`config.mk`:
```
export PLATFORM = sky130hd
export DESIGN_NAME = flag_alu
export DESIGN_NICKNAME = d
export VERILOG_FILES = /design/src/rtl/alu_pkg.sv /design/src/rtl/alu_addsub.sv /design/src/rtl/alu_status.sv /design/src/rtl/flag_alu.sv
export SDC_FILE = /design/constraint.sdc
export NUM_CORES = 1
export LEC_CHECK = 0
export ABC_AREA = 0
export BUFFER_PORTS_ARGS = -buffer_cell sky130_fd_sc_hd__buf_2
export CORE_MARGIN = 4
export CORE_UTILIZATION = 55
export DETAILED_ROUTE_END_ITERATION = 8
export PLACE_DENSITY = 0.86
export SLEW_MARGIN = 0
export SYNTH_ARGS = -nofsm -noshare
export SYNTH_HDL_FRONTEND = slang
export SYNTH_HIERARCHICAL = 1
export SYNTH_SLANG_ARGS = --single-unit
export TNS_END_PERCENT = 5
```
`constraint.sdc`:
```
create_clock -name clk -period 6.4 [get_ports clk]
set_clock_uncertainty 0.05 [all_clocks]
set_input_delay 1.28 -clock clk [delete_from_list [all_inputs] [get_ports clk]]
set_output_delay 1.28 -clock clk [all_outputs]
set_load 0.01 [all_outputs]
```
`src/rtl/alu_pkg.sv`:
```
package alu_pkg;
  localparam int STAT_W = 8;

  // status bit positions (a neighbouring sequencer decodes these)
  localparam int SB_C = 0;
  localparam int SB_Z = 1;
  localparam int SB_I = 2;
  localparam int SB_D = 3;
  localparam int SB_B = 4;
  localparam int SB_R = 5;
  localparam int SB_V = 6;
  localparam int SB_N = 7;

  localparam logic [STAT_W-1:0] STAT_RESET = 8'h22;

  typedef enum logic [1:0] {
    OP_ADD  = 2'b00,
    OP_SUB  = 2'b01,
    OP_DECA = 2'b10,
    OP_DECB = 2'b11
  } alu_op_e;
endpackage

```
`src/rtl/alu_addsub.sv`:
```
module alu_addsub #(
  parameter int W = 8
) (
  input  logic [W-1:0] a,
  input  logic [W-1:0] b,
  input  logic         cin,
  input  logic         sub,
  output logic [W-1:0] sum,
  output logic         cout,
  output logic         ovf
);
  localparam int XW = W + 1;

  logic [W-1:0]  b_eff;
  logic [XW-1:0] full;

  // subtract as a + ~b + carry: carry-out then means "no borrow"
  always_comb begin
    b_eff = sub ? ~b : b;
    full  = {1'b0, a} + {1'b0, b_eff} + {{W{1'b0}}, cin};
    sum   = full[W-1:0];
    cout  = full[W];
    ovf   = ~(a[W-1] ^ b_eff[W-1]) & (a[W-1] ^ full[W-1]);
  end
endmodule

```
`src/rtl/alu_status.sv`:
```
module alu_status #(
  parameter int W = 8
) (
  input  logic [alu_pkg::STAT_W-1:0] stat_in,
  input  logic                        is_dec,
  input  logic [W-1:0]                res,
  input  logic                        cout,
  input  logic                        ovf,
  output logic [alu_pkg::STAT_W-1:0] stat_nxt
);
  import alu_pkg::*;

  // bits copied unchanged from the incoming status
  localparam logic [STAT_W-1:0] KEEP_MASK =
    (STAT_W'(1) << SB_I) | (STAT_W'(1) << SB_D) | (STAT_W'(1) << SB_B);

  genvar gi;
  generate
    for (gi = 0; gi < STAT_W; gi++) begin : g_bit
      if (gi == SB_C) begin : g_c
        assign stat_nxt[gi] = is_dec ? stat_in[gi] : cout;
      end else if (gi == SB_V) begin : g_v
        assign stat_nxt[gi] = is_dec ? stat_in[gi] : ovf;
      end else if (gi == SB_Z) begin : g_z
        assign stat_nxt[gi] = (res == '0);
      end else if (gi == SB_N) begin : g_n
        assign stat_nxt[gi] = res[W-1];
      end else if (gi == SB_R) begin : g_r
        assign stat_nxt[gi] = 1'b1;
      end else if (KEEP_MASK[gi]) begin : g_keep
        assign stat_nxt[gi] = stat_in[gi];
      end else begin : g_zero
        assign stat_nxt[gi] = 1'b0;
      end
    end
  endgenerate
endmodule

```
`src/rtl/flag_alu.sv`:
```
module flag_alu #(
  parameter int W = 8
) (
  input  logic         clk,
  input  logic         rst,
  input  logic [W-1:0] acc_in,
  input  logic [W-1:0] opd_in,
  input  logic [1:0]   op_sel,
  input  logic [7:0]   stat_in,
  input  logic         wr_en,
  output logic [W-1:0] res_out,
  output logic [7:0]   stat_out
);
  import alu_pkg::*;

  alu_op_e     op;
  logic        is_dec;
  logic        is_sub;
  logic [W-1:0] as_sum;
  logic        as_cout;
  logic        as_ovf;
  logic [W-1:0] dec_val;
  logic [W-1:0] res_nxt;
  logic [STAT_W-1:0] stat_nxt;
  logic [W-1:0] res_q;
  logic [STAT_W-1:0] stat_q;

  always_comb begin
    op      = alu_op_e'(op_sel);
    is_dec  = (op == OP_DECA) || (op == OP_DECB);
    is_sub  = (op == OP_SUB);
    dec_val = opd_in - W'(1);
    res_nxt = is_dec ? dec_val : as_sum;
  end

  alu_addsub #(.W(W)) u_addsub (
    .a    (acc_in),
    .b    (opd_in),
    .cin  (stat_in[SB_C]),
    .sub  (is_sub),
    .sum  (as_sum),
    .cout (as_cout),
    .ovf  (as_ovf)
  );

  alu_status #(.W(W)) u_status (
    .stat_in  (stat_in),
    .is_dec   (is_dec),
    .res      (res_nxt),
    .cout     (as_cout),
    .ovf      (as_ovf),
    .stat_nxt (stat_nxt)
  );

  always_ff @(posedge clk) begin
    if (rst) begin
      res_q  <= '0;
      stat_q <= STAT_RESET;
    end else if (wr_en) begin
      res_q  <= res_nxt;
      stat_q <= stat_nxt;
    end
  end

  assign res_out  = res_q;
  assign stat_out = stat_q;
endmodule

```
==> impl_metrics.yaml, run 1 <==
power:
  p_sw_share_pct: 34.4
  ir_worst_vdd_v: 0.000146
  powerDensity_mw_per_mm2: 192
  pwr-share-clk_pct: 21.9
  switchingPower_uw: 106
  p_int_uw: 202
  seqPwrFrac_pct: 36.6
  comb_power_share_pct: 41.5
  power.leakage_nw: 0.801
global_route:
  grt_start_max_net_pins: 24
  grt_pass1_wl_microns: 5220
  grt_usage_pct: 19.2
  antenna_found_initial: 0
  grt.overflow.total: 0
  first_global_vias: 1259
clocking:
  cts_sinks: 16
  cts_root_buf: "clkbuf_4"
  cts.path.max_buffers: 2
  numCtsBuffers: 3
  cts_tree: "done"
  hold_buffers: 0
  cts_max_level: 1
  clkLatencyLatePin_ns: 0.29
  post-cts-setup-buffers: 0
  ctsResizeCount: 0
  clkTransAtPathRegs_ns: 0.09
die:
  die_h_microns: 58.2
  die_x_microns: 58.2
  fp.dieArea_sq_mm: 0.00339
  core-area_sq_mm: 0.00230
  ios: 45
  initial_utilization_pct: 60.4
  rows: 17
final_layout:
  fin_nets: 242
  antennaDiodeCount: 0
  seq_area_sq_um: 320
  fillCellCount: 195
  area_growth_pct: 15.4
  multi_input_area_sq_um: 948
  drive_gt1_share_pct: 27.7
logic_synthesis:
  ys.flop_type: "dfxtp_1"
  synth_largest_area_cell: "dfxtp_1"
  synth.distinct_cells: 47
  syn_inst: 168
  syn_avg_cell_area_sq_um: 8.26
  syn_area_sq_mm: 0.00139
  syn-num-nets: 207
  yosysSeqAreaShare_pct: 23.1
  synthTopCellsByArea: "dfxtp_1, mux2i_1, ha_1"
  ys_seq_elements: 16
  synth_top_area_share_pct: 23.1
  ys_warn_count: 6
  async_flop_share_pct: 0
  synth-edff-count: 0
route:
  drc: 0
  drt-vias-per-instance: 5.50
  routedWlPerCell_microns: 13.3
  dr.pass1.iters: 4
  routed_wl_microns: 3060
  drt-initial-drc-count: 20
  antenna_left: 0
  vias: 1265
timing:
  max_clock_freq_mhz: 233
  rsz0062_at_grt: "no"
  timing.final.max_slew_violations: 0
  timing.final.hold_violations: 0
  setup_viol: 0
  setup_tns_ns: 0
  fin_crit_sh_pct: 67.0
  setup_ws_ns: 2.11
  min_period_ns: 4.29
critical_path:
  critical_path_required_ns: 6.59
  regToRegStartpoint: "stat_out[1]"
  rr_endpoint: "stat_out[1]"
  end_kind: "flop"
  startpoint: "op_sel[1]"
  crit_end: "stat_out[1]"
  ff2ff_setup_slack_ns: 5.58
  critPathLaunchType: "input port"
  crit_type: "in -> reg"
  reg2regPathDepth: 2
  path_max_fanout: 22
  arrival_ns: 4.48
place:
  place_ws_ns: 1.84
  place_congestion: 0.822
  numPortBuffers: 41
  dp_hpwl_microns: 2490
flow_run:
  maxCapViolCount: 0
min_path:
  worstHoldPathCells: 2
  min_path_type: "reg -> reg"
outcome:
  status: "finished clean"
[cell usage after synthesis (3+ instances only)]
| master | number |
|---|---|
| inv_1 | 13 |
| buf_4 | 5 |
| a211o_1 | 4 |
| or4_1 | 3 |
| mux2i_1 | 11 |
| buf_2 | 5 |
| nor2_1 | 25 |
| o21ai_0 | 4 |
| ha_1 | 8 |
| nand2_1 | 3 |
| a21oi_1 | 8 |
| nor2b_1 | 7 |
| xor2_1 | 9 |
| dfxtp_1 | 16 |
| xnor2_1 | 4 |
| o21a_1 | 3 |
[power groups by stage]
stage | Sequential, mW | Clock [mW] | Combinational, mW
3_3_place_gp | 0.114 | 0 | 0.122
4_1_cts | 0.112 | 0.0705 | 0.128
5_1_grt | 0.113 | 0.0749 | 0.143
6_report | 0.112 | 0.0674 | 0.128
2_1_floorplan | 0.119 | 0 | 0.0898
3_5_place_dp | 0.115 | 0 | 0.127
[flip-flops by register name (all words and copies together) (netlist names)]
signal and count:
res_out 8, stat_out 8
[kinds of logic after synthesis]
group                    Yosys count  synth area share, %
AO/OA/AOI/OAI                     37                 20.2
AND/OR/NAND/NOR                   52                 18.9
flip-flops                        16                 23.1
buffers and inverters             25                 8.57
adder cells (fa/ha/maj)           10                 10.1
multiplexers                      14                 10.6
XOR/XNOR                          13                 8.21
other                              1                0.270
[how the worst min path moves through the flow]
stage	end	slack, ns	startpoint
3_3_place_gp	res_out[5]	0.42	res_out[5]
5_1_grt	res_out[7]	0.46	res_out[7]
2_1_floorplan	res_out[0]	0.45	res_out[0]
4_1_cts	res_out[7]	0.44	res_out[7]
3_5_place_dp	res_out[5]	0.42	res_out[5]
6_report	res_out[0]	0.44	res_out[0]
[cells in the final DEF, fill, tap and decap left out, types with 3 or more instances in the layout]
cell      count
ha_1          8
nand2_1       3
xnor2_1       4
or4_1         3
a21oi_1       8
clkbuf_4      3
inv_1        13
nor2_1       25
o21ai_0       4
o21a_1        3
nor2b_1       7
mux2i_1      11
a211o_1       4
buf_2        41
dfxtp_1      16
xor2_1        9
[final cells by class]
cell class	instances	share of cell area [%]
tap	28	2.19
timing repair buffer	42	13.3
sequential	16	20.0
clock buffer	4	2.27
multi-input combinational	127	59.2
inverter	13	3.05
[per-layer routing]
layer / part of all wire, % / GRT usage [%] / routed length, microns / up-vias
met5: 0 / 0 / 0 / -
met4: 0.33 / 5.63 / 10 / 0
met3: 6.1 / 5.57 / 185 / 2
met2: 50 / 33.2 / 1540 / 38
met1: 43 / 22.9 / 1320 / 576
li1: - / - / - / 649
[stage by stage]
stage | hold WS (ns) | utilization (%) | std cells | total power [mW] | cell area (sq um)
global placement | 0.418 | 68.1 | 226 | 0.236 | 1570
global route | 0.464 | 69.7 | 230 | 0.331 | 1600
floorplan | 0.450 | - | 168 | 0.209 | 1390
finish | 0.438 | 69.7 | 230 | 0.308 | 1600
detailed placement | 0.424 | 68.1 | 226 | 0.242 | 1570
CTS | 0.443 | 69.7 | 230 | 0.311 | 1600
[critical path: stages]
cell	delay, ns
buf_2	0.30
nor2b_1	0.08
buf_4	0.19
xnor2_1	0.15
fa_1	0.41
fa_1	0.43
nor2b_1	0.16
o31a_1	0.19
o31ai_1	0.09
a21boi_1	0.14
a2bb2oi_1	0.16
o211ai_1	0.13
or4_1	0.53
nor2_1	0.13
a211o_1	0.13
Power figures use the tool's default switching activity.
==> run 2, diff against run 1 <==
--- a/config.mk
+++ b/config.mk
@@ -5,12 +5,12 @@
 export SDC_FILE = /design/constraint.sdc
 export NUM_CORES = 1
 export LEC_CHECK = 0
-export ABC_AREA = 0
+export ABC_AREA = 1
 export BUFFER_PORTS_ARGS = -buffer_cell sky130_fd_sc_hd__buf_2
 export CORE_MARGIN = 4
-export CORE_UTILIZATION = 55
+export CORE_UTILIZATION = 46
 export DETAILED_ROUTE_END_ITERATION = 8
-export PLACE_DENSITY = 0.86
+export PLACE_DENSITY = 0.76
 export SLEW_MARGIN = 0
 export SYNTH_ARGS = -nofsm -noshare
 export SYNTH_HDL_FRONTEND = slang
==> constraint.sdc (replaced) <==
create_clock -name clk -period 3.55 [get_ports clk]
set_clock_uncertainty 0.05 [all_clocks]
set_input_delay 0.71 -clock clk [delete_from_list [all_inputs] [get_ports clk]]
set_output_delay 0.71 -clock clk [all_outputs]
set_load 0.01 [all_outputs]
==> impl_metrics.yaml, run 2 <==
power:
  seqPwrFrac_pct: 36.8
  comb_power_share_pct: 42.0
  switchingPower_uw: 196
  power.leakage_nw: 0.963
  p_int_uw: 350
  p_total_uw: 547
  ir_worst_vdd_v: 0.000102
  pwr-share-clk_pct: 21.3
  p_sw_share_pct: 35.9
  powerDensity_mw_per_mm2: 326
critical_path:
  end_kind: "flop"
  critical_path_buf_inv_count: 1
  cpMostUsedCell: "nand2_1"
  path_delay_family: "simple AND/OR/NAND/NOR gates"
  cp_cell_sequence: "buf_2, nor2_1, xnor2_1, fa_1, fa_1, o21ai_2, nand2_1, nand3_1, nand2_1, nand2_1, nand2_1, nor2_1, nand2_1, nor2_1, nand2_1, nand3_1"
  crit_type: "in -> reg"
  slowest_stage: "fa_1"
  reg2regPathDepth: 4
  rr_endpoint: "res_out[3]"
  arrival_ns: 3.07
  regToRegStartpoint: "res_out[3]"
  path_max_fanout: 17
  critPathLaunchType: "input port"
  slowest_delay_ns: 0.43
  ff2ff_setup_slack_ns: 2.86
  critical_path_required_ns: 3.73
global_route:
  grt_pass1_wl_microns: 5270
  antenna_found_initial: 0
  grt_start_max_net_pins: 25
  grt_usage_pct: 15.2
  grt.overflow.total: 0
  first_global_vias: 1309
clocking:
  hold_buffers: 0
  clkTransAtPathRegs_ns: 0.09
  cts_root_buf: "clkbuf_4"
  clkLatencyLatePin_ns: 0.28
  cts_max_level: 1
  cts.path.max_buffers: 2
  cts_sinks: 16
  numCtsBuffers: 3
  cts_tree: "done"
  ctsResizeCount: 0
  post-cts-setup-buffers: 0
final_layout:
  seq_area_sq_um: 320
  area_growth_pct: 15.3
  final_cell_mix: "nand2_1, buf_2, nor2_1"
  antennaDiodeCount: 0
  drive_gt1_share_pct: 24.3
  multi_input_area_sq_um: 913
  stdcell_area_sq_mm: 0.00168
  fillCellCount: 332
  fin_nets: 303
  final_common_cell: "nand2_1"
outcome:
  status: "finished clean"
logic_synthesis:
  synthTopCellsByArea: "dfxtp_1, nand2_1, nor2_1"
  netlist_top_cells_count: "nand2_1, nor2_1, inv_1, dfxtp_1"
  yosysSeqAreaShare_pct: 22.0
  syn_area_sq_mm: 0.00145
  synth_largest_area_cell: "dfxtp_1"
  syn_inst: 228
  synth-edff-count: 0
  ys_seq_elements: 16
  synth_top_area_share_pct: 22.0
  yosysMostFrequentCell: "nand2_1"
  synth.distinct_cells: 29
  syn_avg_cell_area_sq_um: 6.38
  syn-num-nets: 267
  ys.flop_type: "dfxtp_1"
  async_flop_share_pct: 0
  ys_warn_count: 6
timing:
  fin_crit_sh_pct: 81.5
  rsz0062_at_grt: "no"
  min_period_ns: 2.89
  timing.final.max_slew_violations: 0
  setup_tns_ns: 0
  setup_viol: 0
  max_clock_freq_mhz: 346
  timing.final.hold_violations: 0
  whs_ns: 0.410
route:
  vias: 1390
  drt-initial-drc-count: 39
  drc: 0
  antenna_left: 0
  routedWlPerCell_microns: 9.51
  dr.pass1.iters: 4
  routed_wl_microns: 2920
  drt-vias-per-instance: 4.53
die:
  core-area_sq_mm: 0.00303
  ios: 45
  die_x_microns: 64.2
  initial_utilization_pct: 48.0
  rows: 20
  fp.dieArea_sq_mm: 0.00412
  die_h_microns: 64.2
place:
  place_area_sq_mm: 0.00164
  numPortBuffers: 41
  dp_hpwl_microns: 2500
  place_congestion: 0.912
min_path:
  worstHoldStart: "stat_out[5]"
  min_path_type: "reg -> reg"
  min_to: "stat_out[5]"
  worstHoldPathCells: 2
flow_run:
  maxCapViolCount: 0
run 2: cell count changes after synthesis, moves of 6 or more:
cell / change
nand2_1: +44
inv_1: +20
nor2_1: +13
nand3_1: +12
mux2i_1: -11
o21ai_0: +10
nor2b_1: -7
nand2_2: +6
run 2: area by class of cell:
cell class / count / area share (%)
multi-input cells: 164 / 54.5
clock buffers: 4 / 2.16
inverters: 37 / 8.28
well taps: 44 / 3.28
repair buffers: 42 / 12.7
flip-flops and latches: 16 / 19.1
run 2: worst reg2reg max path, cell delays in order, from the launching register on:
cell and delay, ns:
dfxtp_1 0.33, nor2_1 0.04, nor2_1 0.12, o21ai_2 0.06, inv_1 0.04
run 2: logic make-up after synthesis:
| kind of cell | after synthesis | synth area share (%) |
|---|---|---|
| compound gates | 26 | 10.3 |
| flops | 16 | 22.0 |
| buf+inv | 48 | 15.1 |
| xor+xnor | 13 | 7.83 |
| fa+ha+maj | 10 | 9.64 |
| other cells | 1 | 0.258 |
| simple gates | 114 | 34.8 |
run 2: power groups by stage:
| stage | Clock [mW] | Combinational, mW | Sequential (mW) |
|---|---|---|---|
| finish | 0.116 | 0.229 | 0.201 |
| global route | 0.129 | 0.267 | 0.203 |
| CTS | 0.118 | 0.232 | 0.201 |
| detailed placement | 0 | 0.231 | 0.205 |
| global placement | 0 | 0.228 | 0.205 |
| floorplan | 0 | 0.167 | 0.213 |
run 2: metrics by stage:
step | setup slack (ns) | std cells | util [%]
2_1_floorplan | 0.576 | 228 | -
4_1_cts | 0.652 | 307 | 55.4
3_5_place_dp | 0.360 | 303 | 54.2
6_report | 0.657 | 307 | 55.4
5_1_grt | 0.372 | 307 | 55.4
3_3_place_gp | 0.399 | 303 | 54.2
run 2: worst max path at each step:
stage | startpoint | endpoint | slack, ns | depth (start not counted)
global route | op_sel[1] | stat_out[1] | 0.37 | 16
floorplan | op_sel[1] | stat_out[1] | 0.58 | 17
finish | op_sel[1] | stat_out[1] | 0.66 | 16
CTS | op_sel[1] | stat_out[1] | 0.65 | 16
detailed placement | op_sel[1] | stat_out[1] | 0.36 | 16
global placement | op_sel[1] | stat_out[1] | 0.40 | 16
run 2: layer usage:
layer | global-route usage (%) | vias to the layer above | part of all wire, % | routed length, microns
met2 | 26.5 | 31 | 46 | 1330
met3 | 1.76 | 5 | 4.8 | 141
li1 | - | 762 | - | -
met5 | 0 | - | 0 | 0
met4 | 3.69 | 0 | 0.92 | 27
met1 | 20.0 | 592 | 49 | 1420
